**config.mk**
```make
export PLATFORM = sky130hd
export DESIGN_NAME = trust_monitor
export DESIGN_NICKNAME = d
export VERILOG_FILES = /design/src/rtl/tm_pkg.sv /design/src/rtl/tm_flow_track.sv /design/src/rtl/tm_por_latch.sv /design/src/rtl/tm_bus_guard.sv /design/src/rtl/trust_monitor.sv
export SDC_FILE = /design/constraint.sdc
export NUM_CORES = 1
export LEC_CHECK = 0
export ABC_CLOCK_PERIOD_IN_PS = 4900
export BUFFER_PORTS_ARGS = -buffer_cell sky130_fd_sc_hd__buf_2
export CAP_MARGIN = 10
export CORE_ASPECT_RATIO = 0.8
export CORE_UTILIZATION = 32
export DETAILED_ROUTE_END_ITERATION = 8
export HOLD_SLACK_MARGIN = 0.06
export PLACE_DENSITY_LB_ADDON = 0.1
export SYNTH_ARGS = -nofsm -noshare
export SYNTH_HDL_FRONTEND = slang
export SYNTH_SLANG_ARGS = --single-unit
```
**constraint.sdc**
```tcl
create_clock -name clk -period 4.9 [get_ports clk]
set_input_delay 0 -clock clk [delete_from_list [all_inputs] [get_ports clk]]
set_output_delay 0 -clock clk [all_outputs]
set_load 0.005 [all_outputs]
```
**src/rtl/tm_pkg.sv**
```systemverilog
package tm_pkg;

  typedef logic [31:0] tm_addr_t;

  // inclusive window test on zero-extended addresses
  function automatic logic in_span(tm_addr_t a, tm_addr_t lo, tm_addr_t hi);
    return (a >= lo) && (a <= hi);
  endfunction

  typedef struct packed {
    logic key_read;
    logic key_write;
    logic dma_key;
    logic trusted_event;
    logic bad_entry;
    logic bad_exit;
    logic armed_exit;
  } tm_cause_t;

endpackage

```
**src/rtl/tm_flow_track.sv**
```systemverilog
module tm_flow_track import tm_pkg::*; #(
  parameter int unsigned AW = 16,
  parameter logic [AW-1:0] TCB_LO = '0,
  parameter logic [AW-1:0] TCB_HI = '1
) (
  input  logic          clk,
  input  logic          rst_n,
  input  logic [AW-1:0] pc,
  output logic          pc_in,
  output logic          bad_entry,
  output logic          bad_exit
);

  logic          was_in_q;
  logic [AW-1:0] prev_pc_q;

  assign pc_in = in_span(tm_addr_t'(pc), tm_addr_t'(TCB_LO), tm_addr_t'(TCB_HI));

  always_ff @(posedge clk or negedge rst_n) begin
    if (!rst_n) begin
      was_in_q  <= 1'b0;
      prev_pc_q <= '0;
    end else begin
      was_in_q  <= pc_in;
      prev_pc_q <= pc;
    end
  end

  assign bad_entry = !was_in_q && pc_in && (pc != TCB_LO);
  assign bad_exit  = was_in_q && !pc_in && (prev_pc_q != TCB_HI);

  // tracking register mirrors the window test one cycle late
  assert_track_R10: assert property (@(posedge clk) disable iff (!rst_n)
    pc_in |=> was_in_q);

endmodule

```
**src/rtl/tm_por_latch.sv**
```systemverilog
module tm_por_latch #(
  parameter int unsigned AW = 16,
  parameter logic [AW-1:0] TCB_HI = '1,
  parameter logic [AW-1:0] POR_ENTRY = '0
) (
  input  logic          clk,
  input  logic          rst_n,
  input  logic [AW-1:0] pc,
  output logic          armed_q,
  output logic          armed_exit
);

  always_ff @(posedge clk or negedge rst_n) begin
    if (!rst_n)              armed_q <= 1'b0;
    else if (pc == POR_ENTRY) armed_q <= 1'b1;
  end

  assign armed_exit = armed_q && (pc == TCB_HI);

  assert_arm_R7: assert property (@(posedge clk) disable iff (!rst_n)
    (pc == POR_ENTRY) |=> armed_q);

  assert_arm_hold_R10: assert property (@(posedge clk) disable iff (!rst_n)
    armed_q |=> armed_q);

endmodule

```
**src/rtl/tm_bus_guard.sv**
```systemverilog
module tm_bus_guard import tm_pkg::*; #(
  parameter int unsigned AW = 16,
  parameter logic [AW-1:0] KEY_LO = '0,
  parameter logic [AW-1:0] KEY_HI = '1
) (
  input  logic          pc_in,
  input  logic          rd_en,
  input  logic          wr_en,
  input  logic [AW-1:0] daddr,
  input  logic          irq,
  input  logic          dma_en,
  input  logic [AW-1:0] dma_addr,
  output logic          key_read,
  output logic          key_write,
  output logic          dma_key,
  output logic          trusted_event
);

  logic d_hit, dma_hit;

  assign d_hit   = in_span(tm_addr_t'(daddr), tm_addr_t'(KEY_LO), tm_addr_t'(KEY_HI));
  assign dma_hit = in_span(tm_addr_t'(dma_addr), tm_addr_t'(KEY_LO), tm_addr_t'(KEY_HI));

  assign key_read      = rd_en && d_hit && !pc_in;
  assign key_write     = wr_en && d_hit;
  assign dma_key       = dma_en && dma_hit;
  assign trusted_event = pc_in && (irq || dma_en);

endmodule

```
**src/rtl/trust_monitor.sv**
```systemverilog
module trust_monitor import tm_pkg::*; #(
  parameter int unsigned AW = 16,
  parameter logic [AW-1:0] TCB_LO    = 16'hA000,
  parameter logic [AW-1:0] TCB_HI    = 16'hA0FF,
  parameter logic [AW-1:0] KEY_LO    = 16'h6A00,
  parameter logic [AW-1:0] KEY_HI    = 16'h6A3F,
  parameter logic [AW-1:0] POR_ENTRY = 16'hA080
) (
  input  logic          clk,
  input  logic          rst_n,
  input  logic [AW-1:0] pc,
  input  logic          rd_en,
  input  logic          wr_en,
  input  logic [AW-1:0] daddr,
  input  logic          irq,
  input  logic          dma_en,
  input  logic [AW-1:0] dma_addr,
  output logic          sys_rst
);

  tm_cause_t cause;
  logic      pc_in, armed_q, violation, fault_q;
  logic      key_in_d, key_in_dma;

  tm_flow_track #(.AW(AW), .TCB_LO(TCB_LO), .TCB_HI(TCB_HI)) u_flow (
    .clk(clk), .rst_n(rst_n), .pc(pc), .pc_in(pc_in),
    .bad_entry(cause.bad_entry), .bad_exit(cause.bad_exit));

  tm_por_latch #(.AW(AW), .TCB_HI(TCB_HI), .POR_ENTRY(POR_ENTRY)) u_por (
    .clk(clk), .rst_n(rst_n), .pc(pc), .armed_q(armed_q),
    .armed_exit(cause.armed_exit));

  tm_bus_guard #(.AW(AW), .KEY_LO(KEY_LO), .KEY_HI(KEY_HI)) u_guard (
    .pc_in(pc_in), .rd_en(rd_en), .wr_en(wr_en), .daddr(daddr),
    .irq(irq), .dma_en(dma_en), .dma_addr(dma_addr),
    .key_read(cause.key_read), .key_write(cause.key_write),
    .dma_key(cause.dma_key), .trusted_event(cause.trusted_event));

  assign violation = |cause;

  always_ff @(posedge clk or negedge rst_n) begin
    if (!rst_n) fault_q <= 1'b0;
    else        fault_q <= fault_q | violation;
  end

  assign sys_rst = fault_q;

  // port-level views used only by the properties below
  assign key_in_d   = in_span(tm_addr_t'(daddr), tm_addr_t'(KEY_LO), tm_addr_t'(KEY_HI));
  assign key_in_dma = in_span(tm_addr_t'(dma_addr), tm_addr_t'(KEY_LO), tm_addr_t'(KEY_HI));

  assert_key_read_R2: assert property (@(posedge clk) disable iff (!rst_n)
    (rd_en && key_in_d && !pc_in) |=> sys_rst);

  assert_key_write_R4: assert property (@(posedge clk) disable iff (!rst_n)
    (wr_en && key_in_d) |=> sys_rst);

  assert_armed_last_R7: assert property (@(posedge clk) disable iff (!rst_n)
    (armed_q && pc == TCB_HI) |=> sys_rst);

  assert_trusted_event_R8: assert property (@(posedge clk) disable iff (!rst_n)
    (pc_in && (irq || dma_en)) |=> sys_rst);

  assert_dma_key_R9: assert property (@(posedge clk) disable iff (!rst_n)
    (dma_en && key_in_dma) |=> sys_rst);

  assert_sticky_R10: assert property (@(posedge clk) disable iff (!rst_n)
    sys_rst |=> sys_rst);

endmodule

```
---- After elaboration in Yosys (flattened, before gate mapping) ----
Cells that the tools add are included.
cells by class
  bitwise operators ....................... 1
  equality and inequality tests ........... 4
  order comparisons ....................... 6
  reduce and logical (&&, ||, !) cells .... 17
operators by type and width
  operator                                                              count
  equality test 16 bit (second input constant)                          2
  greater-or-equal comparator 16 x 15 -> 1 bit (second input constant)  2
  <= comparator 16 x 15 -> 1 bit (second input constant)                2
  inequality test 16 bit (second input constant)                        2
  greater-or-equal comparator 16 bit (second input constant)            1
  <= comparator 16 bit (second input constant)                          1
  logical AND 1 bit                                                     13
  OR reduction 7 bit                                                    1
  zero test 1 bit                                                       2
  logical OR 1 bit                                                      1
  OR 1 bit                                                              1
storage, ports and cells
  logic and storage cells ................. 32
  input bits .............................. 54
  register bits after elaboration ......... 19
  output and inout bits ................... 1

---- Depth between registers and ports, before layout ----
  word-level depth ........................ 7
  depth in mapped cells ................... 4

---- Cells and area by module ----
From an unflattened synthesis, not the netlist that was laid out.
unflattened totals
  cell total of the unflattened synthesis .. 58
  area, all modules ....................... 765.7 um2
modules (own cells, without submodules)
  module         area each (um2)  seq. area each (um2)  instances  cells each
  tm_flow_track  525.5            425.4                 1          30
  tm_bus_guard   107.6            0.0                   1          12
  tm_por_latch   91.3             25.0                  1          12
  trust_monitor  41.3             25.0                  1          4

---- Worst setup path before layout ----
Ideal clock, no wire load.
  path kind ............................... reg2reg
  start point ............................. register u_flow.prev_pc_q[9]
  end point ............................... register fault_q (netlist: sys_rst)
  period minus slack after synthesis ...... 1.815 ns
  data arrival time ....................... 1.676 ns
  cell stages (with the launch flop) ...... 5
  required time ........................... 4.761 ns
  setup slack ............................. 3.085 ns
  cell sequence ........................... dfrtp_1 > or4b_1 > or4_1 > a311oi_1 > nand4_1
on the way
  longest elaborated chain between the ends .. 4
RTL lines
  item                    line                 RTL
  from (decl)             tm_flow_track.sv:15  logic [AW-1:0] prev_pc_q;
  from (signal assigned)  tm_flow_track.sv:25  prev_pc_q <= pc;
  inequality test 16 bit  tm_flow_track.sv:30  assign bad_exit = was_in_q && !pc_in && (prev_pc_q != TCB_HI);
  logical AND 1 bit       tm_flow_track.sv:30
  OR reduction 7 bit      trust_monitor.sv:39  assign violation = |cause;
  OR 1 bit                trust_monitor.sv:43  else fault_q <= fault_q | violation;
  to (signal assigned)    trust_monitor.sv:43
  to (decl)               trust_monitor.sv:22  logic pc_in, armed_q, violation, fault_q;
No other way between the ends.
A chain may end at the register's enable or synchronous reset.

---- Worst setup path after layout ----
Ends and elaborated chain as after synthesis.

==> impl_metrics.json <==
{
  "ant_nets": 0,
  "synth_fa_ha_area_share_pct": 0,
  "reg2reg_to": "sys_rst",
  "syn_nets": 103,
  "grt_use_total_pct": 16.3,
  "clk_pin_slew_ps": 90,
  "cp_slowest_cell": "or4_1",
  "start_util_pct": 35.2,
  "synthesis.area_um2": 691,
  "finalMaxSlewViolations": 0,
  "syn_area_per_cell_um2": 14.1,
  "hp-class": "in -> async",
  "first_iter_violations": 8,
  "grt_setup_unrepaired": "false",
  "reg2reg_from": "u_flow.prev_pc_q[9]",
  "comb_power_share_pct": 14.6,
  "muxShareOfSynthArea_pct": 0,
  "synth_xor_area_share_pct": 0,
  "grt_pass1_vias": 636,
  "powerDensity_nw_per_um2": 247,
  "cts_buffers": 3,
  "via_per_inst": 4.67,
  "post_drt_wl_per_cell_um": 11.6,
  "synth-seq-cells": 19,
  "synthSimpleGateAreaFrac_pct": 24.8,
  "p_int_mw": 0.223,
  "crit_family": "simple AND/OR/NAND/NOR gates",
  "drc": 0,
  "gr-total-overflow": 0,
  "maxCapViolCount": 0,
  "die_area_um2": 2350,
  "io_pins": 55,
  "worstSetupPathType": "reg -> reg",
  "ys_types": 21,
  "postCtsSetupRepairBufs": 0,
  "p_sw_share_pct": 20.6,
  "die_y_um": 43.6,
  "hold_viol_final": 0,
  "drive_gt1_share_pct": 41.6,
  "place_ws_ps": 2960,
  "worstPathArrival_ps": 2110,
  "cts_max_path_buffers": 2,
  "num_rows": 14,
  "max_stage_delay_ps": 550,
  "core_area_um2": 1960,
  "crit_path_end_kind": "register",
  "nFillCells": 176,
  "worst-path-max-fanout": 1,
  "syn2layout_area_growth_pct": 64.7,
  "vias": 640,
  "clk_latency_ps": 280,
  "hold_ws_ps": 166,
  "ir_drop_mv": 0.218,
  "final_common_cell": "buf_2",
  "rr_worst_depth": 4,
  "r2r_setup_slack_ps": 2940,
  "wirelength_mm": 1.59,
  "nets": 168,
  "fin_ws_ps": 2940,
  "status": "finished, final reports clean",
  "final.setup_skew_ps": 2.86,
  "synth.yosys.seq_area_share_pct": 68.8,
  "worst_pin_slew_ps": 389,
  "p_leak_nw": 0.541,
  "htree_levels": 1,
  "cts-root-buf": "clkbuf_4",
  "fin_setup_tns_ps": 0,
  "grt_max_degree": 20,
  "clock_sinks": 19,
  "worstPathRequired_ps": 5060,
  "setup_viol": 0,
  "finalCritPeriodShare_pct": 40.0,
  "seq_power_share_pct": 59.7,
  "dp_hpwl_mm": 1.18,
  "final_cell_mix": "buf_2 (42), dfrtp_1 (19), dlygate4sd3_1 (18), nand4_1 (4)",
  "synth-compound-area-share_pct": 5.80,
  "relSlewSlack_pct": 73.8,
  "yosys_warnings": 0,
  "die_x_um": 53.9,
  "synth_top_family_by_area": "simple AND/OR/NAND/NOR gates",
  "grt_pass1_wl_mm": 2.64,
  "antenna_found_initial": 0,
  "postSynthCellCount": 49,
  "dr.pass1.iters": 3,
  "crit_buf_inv": 0,
  "cts_tree": "built",
  "p_switching_mw": 0.0579,
  "path_cells": "or4b_1, or4_1, a311oi_1, nand4_1",
  "max_freq_mhz": 511,
  "period_needed_ps": 1960,
  "startpoint_type": "register",
  "io_buffers": 42,
  "place.gp.congestion": 0.719,
  "antenna_cells": 0,
  "p_clk_share_pct": 25.7,
  "post_cts_resized": 0
}
-- worst max-delay path by stage --
| stage | end | slack (ps) | from | depth (start not counted) |
|---|---|---|---|---|
| global placement | sys_rst | 2980 | u_flow.prev_pc_q[9] | 4 |
| floorplan | sys_rst | 3080 | u_flow.prev_pc_q[9] | 4 |
| detailed placement | sys_rst | 2960 | u_flow.prev_pc_q[9] | 4 |
| global route | sys_rst | 2850 | u_flow.prev_pc_q[9] | 4 |
| CTS | sys_rst | 2940 | u_flow.prev_pc_q[9] | 4 |
| finish | sys_rst | 2940 | u_flow.prev_pc_q[9] | 4 |
-- cell type report --
cell class / instances / area (um2) / share of cell area, %
clock buffer: 4 / 26.3 / 2.31
inverter: 1 / 3.75 / 0.330
tap: 24 / 30.0 / 2.64
sequential: 19 / 475 / 41.8
timing repair buffer: 60 / 390 / 34.3
multi-input combinational: 29 / 211 / 18.6
-- cell usage after synthesis, drive strengths merged --
master / count / area, um2
a21boi: 1 / 7.51
a221o: 1 / 10.0
a311oi: 1 / 8.76
a31o: 1 / 8.76
and4b: 1 / 10.0
dfrtp: 19 / 475
inv: 1 / 3.75
nand2: 2 / 7.51
nand2b: 1 / 6.26
nand3: 1 / 5.00
nand4: 4 / 25.0
nand4b: 1 / 8.76
nor2: 1 / 3.75
nor3: 1 / 5.00
nor4: 3 / 18.8
nor4b: 1 / 8.76
nor4bb: 2 / 20.0
o21ai: 1 / 5.00
or4: 3 / 22.5
or4b: 3 / 30.0
-- power by group through the flow --
stage / Combinational (mW) / Sequential, mW / Clock [mW]
5_1_grt: 0.0459 / 0.169 / 0.0850
4_1_cts: 0.0416 / 0.168 / 0.0762
3_5_place_dp: 0.0305 / 0.171 / 0
6_report: 0.0411 / 0.168 / 0.0721
2_1_floorplan: 0.00593 / 0.171 / 0
3_3_place_gp: 0.0299 / 0.171 / 0
-- metrics by stage --
stage	util, %	area, um2	cells	power, mW
6_report	58.0	1140	137	0.281
4_1_cts	58.0	1140	137	0.286
3_5_place_dp	47.4	931	115	0.201
3_3_place_gp	47.4	931	115	0.201
2_1_floorplan	-	691	49	0.177
5_1_grt	58.0	1140	137	0.299
-- repair_timing --
action / in CTS / in global routing
endpoints found under the hold margin: 37 / 0
hold buffers: 18 / 0
endpoints found under the setup margin: 0 / 0
-- sequential cells by signal (all words and copies together), names as in the netlist --
signal            flops
u_por.armed_q         1
sys_rst               1
u_flow.was_in_q       1
u_flow.prev_pc_q     16
-- worst register-to-register path, stage by stage (launching register included) --
cell and delay (ps):
dfrtp_1 370, or4b_1 510, or4_1 550, a311oi_1 290
nand4_1 120
-- cell families after synthesis --
family / Yosys count
and+or+nand+nor: 24
DFF: 19
AOI/OAI and AO/OA: 5
buffers and inverters: 1
-- metal layers --
metal	track usage, %	part of all wire [%]	wire length [um]	vias to the layer above
met1	19.2	44	693	287
met5	0	0	0	-
li1	-	-	-	324
met4	4.74	0	0	0
met2	28.1	50	792	29
met3	5.26	6.4	102	0
Power figures use the tool's default switching activity.
